<file path="src/rtl/hp_irq_pkg.sv">
package hp_irq_pkg;
    localparam int MASK_W    = 4;
    localparam int GMASK_BIT = 0;
    localparam int GSERR_BIT = 1;
    localparam int CMASK_BIT = 2;
    localparam int AMASK_BIT = 3;
    localparam int CDET_BIT  = 16;
    localparam int ADET_BIT  = 17;

    typedef struct packed {
        logic [MASK_W-1:0] mask;
        logic              cmd_det;
        logic              arb_det;
    } ctl_state_t;
endpackage

</file>
<file path="src/rtl/hp_irq_ctl.sv">
module hp_irq_ctl
    import hp_irq_pkg::*;
(
    input  logic        clk,
    input  logic        rst_n,
    input  logic        wr_en,
    input  logic [31:0] wdata,
    input  logic        cmd_done,
    input  logic        arb_err,
    output ctl_state_t  st_d,
    output ctl_state_t  st_q
);
    always_comb begin
        st_d = st_q;
        if (wr_en) begin
            st_d.mask = wdata[MASK_W-1:0];
            if (wdata[CDET_BIT]) st_d.cmd_det = 1'b0;
            if (wdata[ADET_BIT]) st_d.arb_det = 1'b0;
        end
        // a new event outranks a clear in the same cycle
        if (cmd_done) st_d.cmd_det = 1'b1;
        if (arb_err)  st_d.arb_det = 1'b1;
    end

    always_ff @(posedge clk or negedge rst_n) begin
        if (!rst_n) begin
            st_q.mask    <= '1;
            st_q.cmd_det <= 1'b0;
            st_q.arb_det <= 1'b0;
        end else begin
            st_q <= st_d;
        end
    end
endmodule

</file>
<file path="src/rtl/hp_irq_locator.sv">
module hp_irq_locator
    import hp_irq_pkg::*;
#(
    parameter int NUM_SLOTS = 8,
    localparam int LOC_W    = NUM_SLOTS + 1
) (
    input  logic [NUM_SLOTS-1:0] slot_pend,
    input  ctl_state_t           st,
    output logic [LOC_W-1:0]     loc
);
    assign loc[0] = st.cmd_det & ~st.mask[CMASK_BIT];
    for (genvar i = 0; i < NUM_SLOTS; i++) begin : g_slot
        assign loc[i+1] = slot_pend[i];
    end
endmodule

</file>
<file path="src/rtl/hp_irq_out.sv">
module hp_irq_out
    import hp_irq_pkg::*;
#(
    parameter int NUM_SLOTS = 8,
    localparam int LOC_W    = NUM_SLOTS + 1
) (
    input  logic                 clk,
    input  logic                 rst_n,
    input  ctl_state_t           st_d,
    input  logic [LOC_W-1:0]     loc_d,
    input  logic [NUM_SLOTS-1:0] slot_serr,
    output logic                 irq_o,
    output logic                 serr_o
);
    typedef struct packed {
        logic irq;
        logic serr;
    } out_t;

    out_t o_d, o_q;

    always_comb begin
        o_d.irq  = ~st_d.mask[GMASK_BIT] & (|loc_d);
        o_d.serr = ~st_d.mask[GSERR_BIT] &
                   ((st_d.arb_det & ~st_d.mask[AMASK_BIT]) | (|slot_serr));
    end

    always_ff @(posedge clk or negedge rst_n) begin
        if (!rst_n) o_q <= '0;
        else        o_q <= o_d;
    end

    assign irq_o  = o_q.irq;
    assign serr_o = o_q.serr;
endmodule

</file>
<file path="src/rtl/hp_irq_agg.sv">
module hp_irq_agg
    import hp_irq_pkg::*;
#(
    parameter int NUM_SLOTS = 8
) (
    input  logic                 clk,
    input  logic                 rst_n,
    input  logic                 reg_wr,
    input  logic                 reg_sel,
    input  logic [31:0]          reg_wdata,
    output logic [31:0]          reg_rdata,
    input  logic [NUM_SLOTS-1:0] slot_pend,
    input  logic [NUM_SLOTS-1:0] slot_serr,
    input  logic                 cmd_done,
    input  logic                 arb_err,
    output logic                 irq_o,
    output logic                 serr_o
);
    localparam int LOC_W = NUM_SLOTS + 1;

    ctl_state_t       ctl_d, ctl_q;
    logic [LOC_W-1:0] loc_now, loc_nxt;
    logic [31:0]      ctl_word;

    hp_irq_ctl u_ctl (
        .clk(clk), .rst_n(rst_n), .wr_en(reg_wr & reg_sel), .wdata(reg_wdata),
        .cmd_done(cmd_done), .arb_err(arb_err), .st_d(ctl_d), .st_q(ctl_q)
    );

    hp_irq_locator #(.NUM_SLOTS(NUM_SLOTS)) u_loc_now (
        .slot_pend(slot_pend), .st(ctl_q), .loc(loc_now)
    );

    hp_irq_locator #(.NUM_SLOTS(NUM_SLOTS)) u_loc_nxt (
        .slot_pend(slot_pend), .st(ctl_d), .loc(loc_nxt)
    );

    hp_irq_out #(.NUM_SLOTS(NUM_SLOTS)) u_out (
        .clk(clk), .rst_n(rst_n), .st_d(ctl_d), .loc_d(loc_nxt),
        .slot_serr(slot_serr), .irq_o(irq_o), .serr_o(serr_o)
    );

    always_comb begin
        ctl_word = '0;
        ctl_word[MASK_W-1:0] = ctl_q.mask;
        ctl_word[CDET_BIT]   = ctl_q.cmd_det;
        ctl_word[ADET_BIT]   = ctl_q.arb_det;
    end

    assign reg_rdata = reg_sel ? ctl_word : 32'(loc_now);
endmodule

</file>
<file path="config.mk">
export PLATFORM = sky130hd
export DESIGN_NAME = hp_irq_agg
export DESIGN_NICKNAME = d
export VERILOG_FILES = /design/src/rtl/hp_irq_pkg.sv /design/src/rtl/hp_irq_ctl.sv /design/src/rtl/hp_irq_locator.sv /design/src/rtl/hp_irq_out.sv /design/src/rtl/hp_irq_agg.sv
export SDC_FILE = /design/constraint.sdc
export NUM_CORES = 1
export LEC_CHECK = 0
export ABC_AREA = 1
export BUFFER_PORTS_ARGS = -buffer_cell sky130_fd_sc_hd__clkbuf_2
export CAP_MARGIN = 20
export CORE_MARGIN = 5
export CORE_UTILIZATION = 31
export CTS_CLUSTER_DIAMETER = 200
export DETAILED_ROUTE_END_ITERATION = 6
export PLACE_DENSITY = 0.8
export SETUP_SLACK_MARGIN = 0.5
export SLEW_MARGIN = 10
export SYNTH_ARGS = -nofsm -noshare
export SYNTH_HDL_FRONTEND = slang
export SYNTH_SLANG_ARGS = --single-unit
</file>
<file path="constraint.sdc">
create_clock -name clk -period 1.11 [get_ports clk]
set_clock_uncertainty 0.1 [all_clocks]
set_input_delay 0.111 -clock clk [delete_from_list [all_inputs] [get_ports clk]]
set_output_delay 0.111 -clock clk [all_outputs]
set_load 0.005 [all_outputs]
</file>
After elaboration in Yosys (flattened, before gate mapping)
Cells that the tools add are included.
{"block": "word_totals", "regBits": 8, "in_bits": 54, "out_inout_bits": 34, "word_cells": 25}
{"block": "op_classes", "mux": 6, "n_bitwise": 12, "n_reduce_logical": 2}
{"cell": "two-way mux 18 bit", "count": 1}
{"cell": "OR reduction 9 bit", "count": 1}
{"cell": "OR reduction 8 bit", "count": 1}
{"cell": "AND 1 bit", "count": 6}
{"cell": "two-way mux 6 bit", "count": 1}
{"cell": "NOT 1 bit", "count": 5}
{"cell": "two-way mux 1 bit", "count": 4}
{"cell": "OR 1 bit", "count": 1}

Logic depth before layout (Yosys ltp)
{"block": "depth", "word_depth": 6, "ltp_mapped": 6, "ltp_nobuf": 5}

Cells and area by module
Synthesis repeated with hierarchy kept, for this count alone.
{"block": "unflattened", "cells_unflattened": 120, "area_unflattened_um2": 792.0}
{"mod": "hp_irq_agg", "n_inst": 1, "cells_per_inst": 52, "area_per_inst_um2": 281.5, "seq_area_each_um2": 0.0}
{"mod": "hp_irq_ctl", "n_inst": 1, "cells_per_inst": 27, "area_per_inst_um2": 246.5, "seq_area_each_um2": 155.1}
{"mod": "hp_irq_locator", "n_inst": 2, "cells_per_inst": 10, "area_per_inst_um2": 70.1, "seq_area_each_um2": 0.0}
{"mod": "hp_irq_out", "n_inst": 1, "cells_per_inst": 21, "area_per_inst_um2": 123.9, "seq_area_each_um2": 50.0}

Least setup slack after synthesis
Ideal clock, no wire load.
{"block": "synth_path", "path_kind": "flip-flop to flip-flop", "start": "register u_ctl.st_q[4] (netlist name)", "end": "register u_out.o_q, in the netlist u_out.irq_o", "arrival_time_ps": 768, "required_time_ps": 890, "setup_slack_ps": 123, "path_stages_with_launch": 6, "n_path_buf": 0, "synth_period_minus_slack_ps": 987, "path_cell_list": "dfstp_2 inv_1 nand2_1 o21ai_2 nand2_1 a21oi_2"}
{"item": "start: declaration", "line_no": "hp_irq_ctl.sv:11", "rtl": "output ctl_state_t st_q"}
{"item": "start signal: assignment", "line_no": "hp_irq_ctl.sv:31", "rtl": "st_q <= st_d;"}
{"item": "end signal: assignment", "line_no": "hp_irq_out.sv:29", "rtl": "if (!rst_n) o_q <= '0;"}
{"item": "end signal: assignment", "line_no": "hp_irq_out.sv:30", "rtl": "else o_q <= o_d;"}
{"item": "end: declaration", "line_no": "hp_irq_out.sv:20", "rtl": "out_t o_d, o_q;"}

Worst setup path after layout
{"block": "layout_path", "start": "register u_ctl.st_q[4] (netlist name)", "end": "output reg_rdata[0]"}
{"block": "layout_via", "elab_chain_cells": 3}
{"item": "NOT 1 bit", "line_no": "hp_irq_locator.sv:11", "rtl": "assign loc[0] = st.cmd_det & ~st.mask[CMASK_BIT];"}
{"item": "AND 1 bit", "line_no": "hp_irq_locator.sv:11"}
{"item": "two-way mux 18 bit", "line_no": "hp_irq_agg.sv:50", "rtl": "assign reg_rdata = reg_sel ? ctl_word : 32'(loc_now);"}
{"item": "end: declaration", "line_no": "hp_irq_agg.sv:11", "rtl": "output logic [31:0] reg_rdata,"}
Every way passes these cells.

==> results by group <==
Outcome
  – Outcome: finished with violations
  – Failing checks: hold timing, setup timing

Global route
  – Largest net degree at the start of global routing: 9
  – First-pass GRT wire length: 2.39 mm
  – Grt ovf: 0
  – Initial antenna violation count: 0
  – Vias in the first global route: 598
  – Tot GR Track Use: 0.0944

Synthesis
  – Mapped Avg Cell Area: 6.88 um2
  – Distinct cells, synth: 15
  – Post-synthesis sequential area ratio: 0.308
  – #FFs+latches synth: 8
  – Synth warn: 0
  – Mapped Cells: 97
  – Synthesized cell area: roughly 670 um2

Route
  – Routed Antenna Nets: 0
  – DRC Markers: 0
  – Post-Route WL: 1.64 mm
  – First-pass iteration count of the detailed router: 2
  – Via count: 666
  – Drt first-iter violations: 14
  – Routed wire per std cell: 9.77 um
  – Vias per inst: 3.96

Hold path
  – Hold crit path type: input pin to register

Final layout
  – Layout cells sized above 1: 0.525
  – Most common cell after layout, fill and taps aside: clkbuf_2
  – Diode count: 0
  – Finished Layout Cells: 168
  – Most frequent cells in the layout: clkbuf_2 (32), conb_1 (21), nand2_1 (14), inv_1 (12), nand2_2 (9)
  – Area added between synthesis and finish: 45.2%
  – # nets final: 197

Clock network
  – H-tree Lvls: 1
  – CTS tree: done
  – Worst-Skew Late Latency: 0.24 ns
  – Clk root buf: clkbuf_4
  – # hold bufs at CTS: 1
  – CTS sink count: 8
  – Max clock buf depth: 2
  – Clk slew on worst S/H paths: 0.05 ns
  – Total CTS buffers: 3

Placement
  – Gp weighted congestion: a little over 0.8
  – Port Buffers: 40
  – Hpwl dp: between 1 and 1.5 mm
  – Placed cells: approximately 160

Timing
  – Worst setup margin: -0.116 ns
  – Fmax: 0.816 GHz
  – Hold Fails Final Rpt: 5
  – Final worst-path cycle share: 1.10
  – RSZ-0062 raised after global routing: yes
  – Final min period: 1.23 ns
  – Final Slew Violations: 0
  – Final setup viols: 4
  – Worst hold slack: -0.0301 ns

Pwr
  – Comb power frac: 0.341
  – Power Density: 874 nW/um2
  – Sw power: approximately 0.25 mW
  – Leakage dissipation: 0.569 nW
  – Clock network fraction of total power: 0.241
  – Switching share of power: 0.296
  – Internal: 0.596 mW
  – Peak supply drop: approximately 0.38 mV
  – Seq pwr share: 0.418

Floorplan
  – FP Rows: 16
  – Die X: 56.4 um
  – I/O Pins: slightly below 90
  – Die Ht: 56.4 um
  – Initial Utilization: 0.333
  – Core ar.: around 2000 um2
  – Die ar.: around 3200 um2

Setup path
  – CP max-delay cell: dfstp_2
  – CP Launch Type: register
  – Worst setup EP type: primary output
  – Critical path peak fanout: 3
  – Worst Path Arrival: between 1 and 1.5 ns
  – Slowest stage delay, CP: 0.52 ns
  – Setup CP Type: register to primary output
  – Crit path required time: about 0.90 ns
  – CP Cell Sequence: inv_2 -> nand3_2 -> nand2_1 -> buf_2

Flow run
  – Max-Cap Viols: 0
-- final cells by class --
class / instances / area, um2
Fill cell: 201 / 1030
Clock buffer: 3 / 22.5
Tap cell: 27 / 33.8
Sequential cell: 8 / 205
Inverter: 15 / 56.3
Timing Repair Buffer: 44 / 277
Multi-Input combinational cell: 71 / 374
-- final timing paths --
path                          startpoint             to  slack [ns]  depth (start not counted)
max                        u_ctl.st_q[4]   reg_rdata[0]       -0.12                          4
min                             cmd_done  u_ctl.st_q[1]       -0.03                          3
max reg2reg                u_ctl.st_q[4]    u_out.irq_o        0.10                          5
min reg2reg                u_ctl.st_q[2]  u_ctl.st_q[2]        0.38                          2
max in group asynchronous          rst_n  u_ctl.st_q[3]        0.56                          2
min in group asynchronous          rst_n   u_out.serr_o        0.14                          2
-- logic make-up after synthesis --
logic type,share of synthesized area
and+or+nand+nor,0.280
buffers and inverters,0.340
DFF,0.308
AOI/OAI and AO/OA,0.0676
other,0.00562
-- cells in the mapped netlist --
master / number / share of area
buf_2: 1 / 0.0075
a21oi_2: 2 / 0.026
nand2_4: 1 / 0.017
nor2_1: 13 / 0.073
inv_1: 14 / 0.079
dfstp_2: 4 / 0.16
buf_4: 22 / 0.25
nand3_1: 7 / 0.053
o21ai_2: 2 / 0.026
inv_2: 1 / 0.0056
o21ai_1: 2 / 0.015
nand2_2: 2 / 0.019
nand2_1: 21 / 0.12
dfrtp_1: 4 / 0.15
conb_1: 1 / 0.0056
-- metrics by stage --
stage | setup TNS [ns] | util | power [mW] | worst slack (ns) | area, um2
after CTS | -0.479 | 0.468 | 0.844 | -0.144 | 937
final | -0.427 | 0.484 | 0.846 | -0.116 | 968
after global routing | -0.670 | 0.484 | 0.915 | -0.179 | 968
after global placement | 0 | 0.425 | 0.598 | 0.0928 | 851
after floorplan | 0 | - | 0.558 | 0.139 | 807
after detailed placement | 0 | 0.425 | 0.604 | 0.0645 | 851
-- power groups by stage --
stage,Sequential (mW),Clock [mW],Combinational (mW)
after CTS,0.350,0.219,0.276
after detailed placement,0.354,0,0.250
after global placement,0.354,0,0.244
after global routing,0.356,0.236,0.322
final,0.354,0.204,0.289
after floorplan,0.353,0,0.205
-- state kept, by name, summed over array words and instances (netlist names) --
| name | cells |
|---|---|
| u_out.serr_o | 1 |
| u_ctl.st_q | 6 |
| u_out.irq_o | 1 |
-- timing repair --
item                                    in CTS  in global routing
endpoints found under the setup margin      21                 25
endpoints found under the hold margin       14                  4
pin swaps                                    4                  9
resized for setup                            8                 16
gates cloned                                 1                  0
buffers inserted                             1                  0
-- worst max-delay path: cells and delay by family (launching register included) --
family,cells,cell delay [ns]
buffers and inverters,2,0.17
DFF,1,0.52
and+or+nand+nor,2,0.08
-- layer usage --
metal,track usage,vias up,routed length [um]
li1,-,335,-
met1,0.0982,278,583
met2,0.162,49,792
met3,0.0229,4,227
met4,0.0712,0,39
met5,0,-,0
Power figures use the tool's default switching activity.
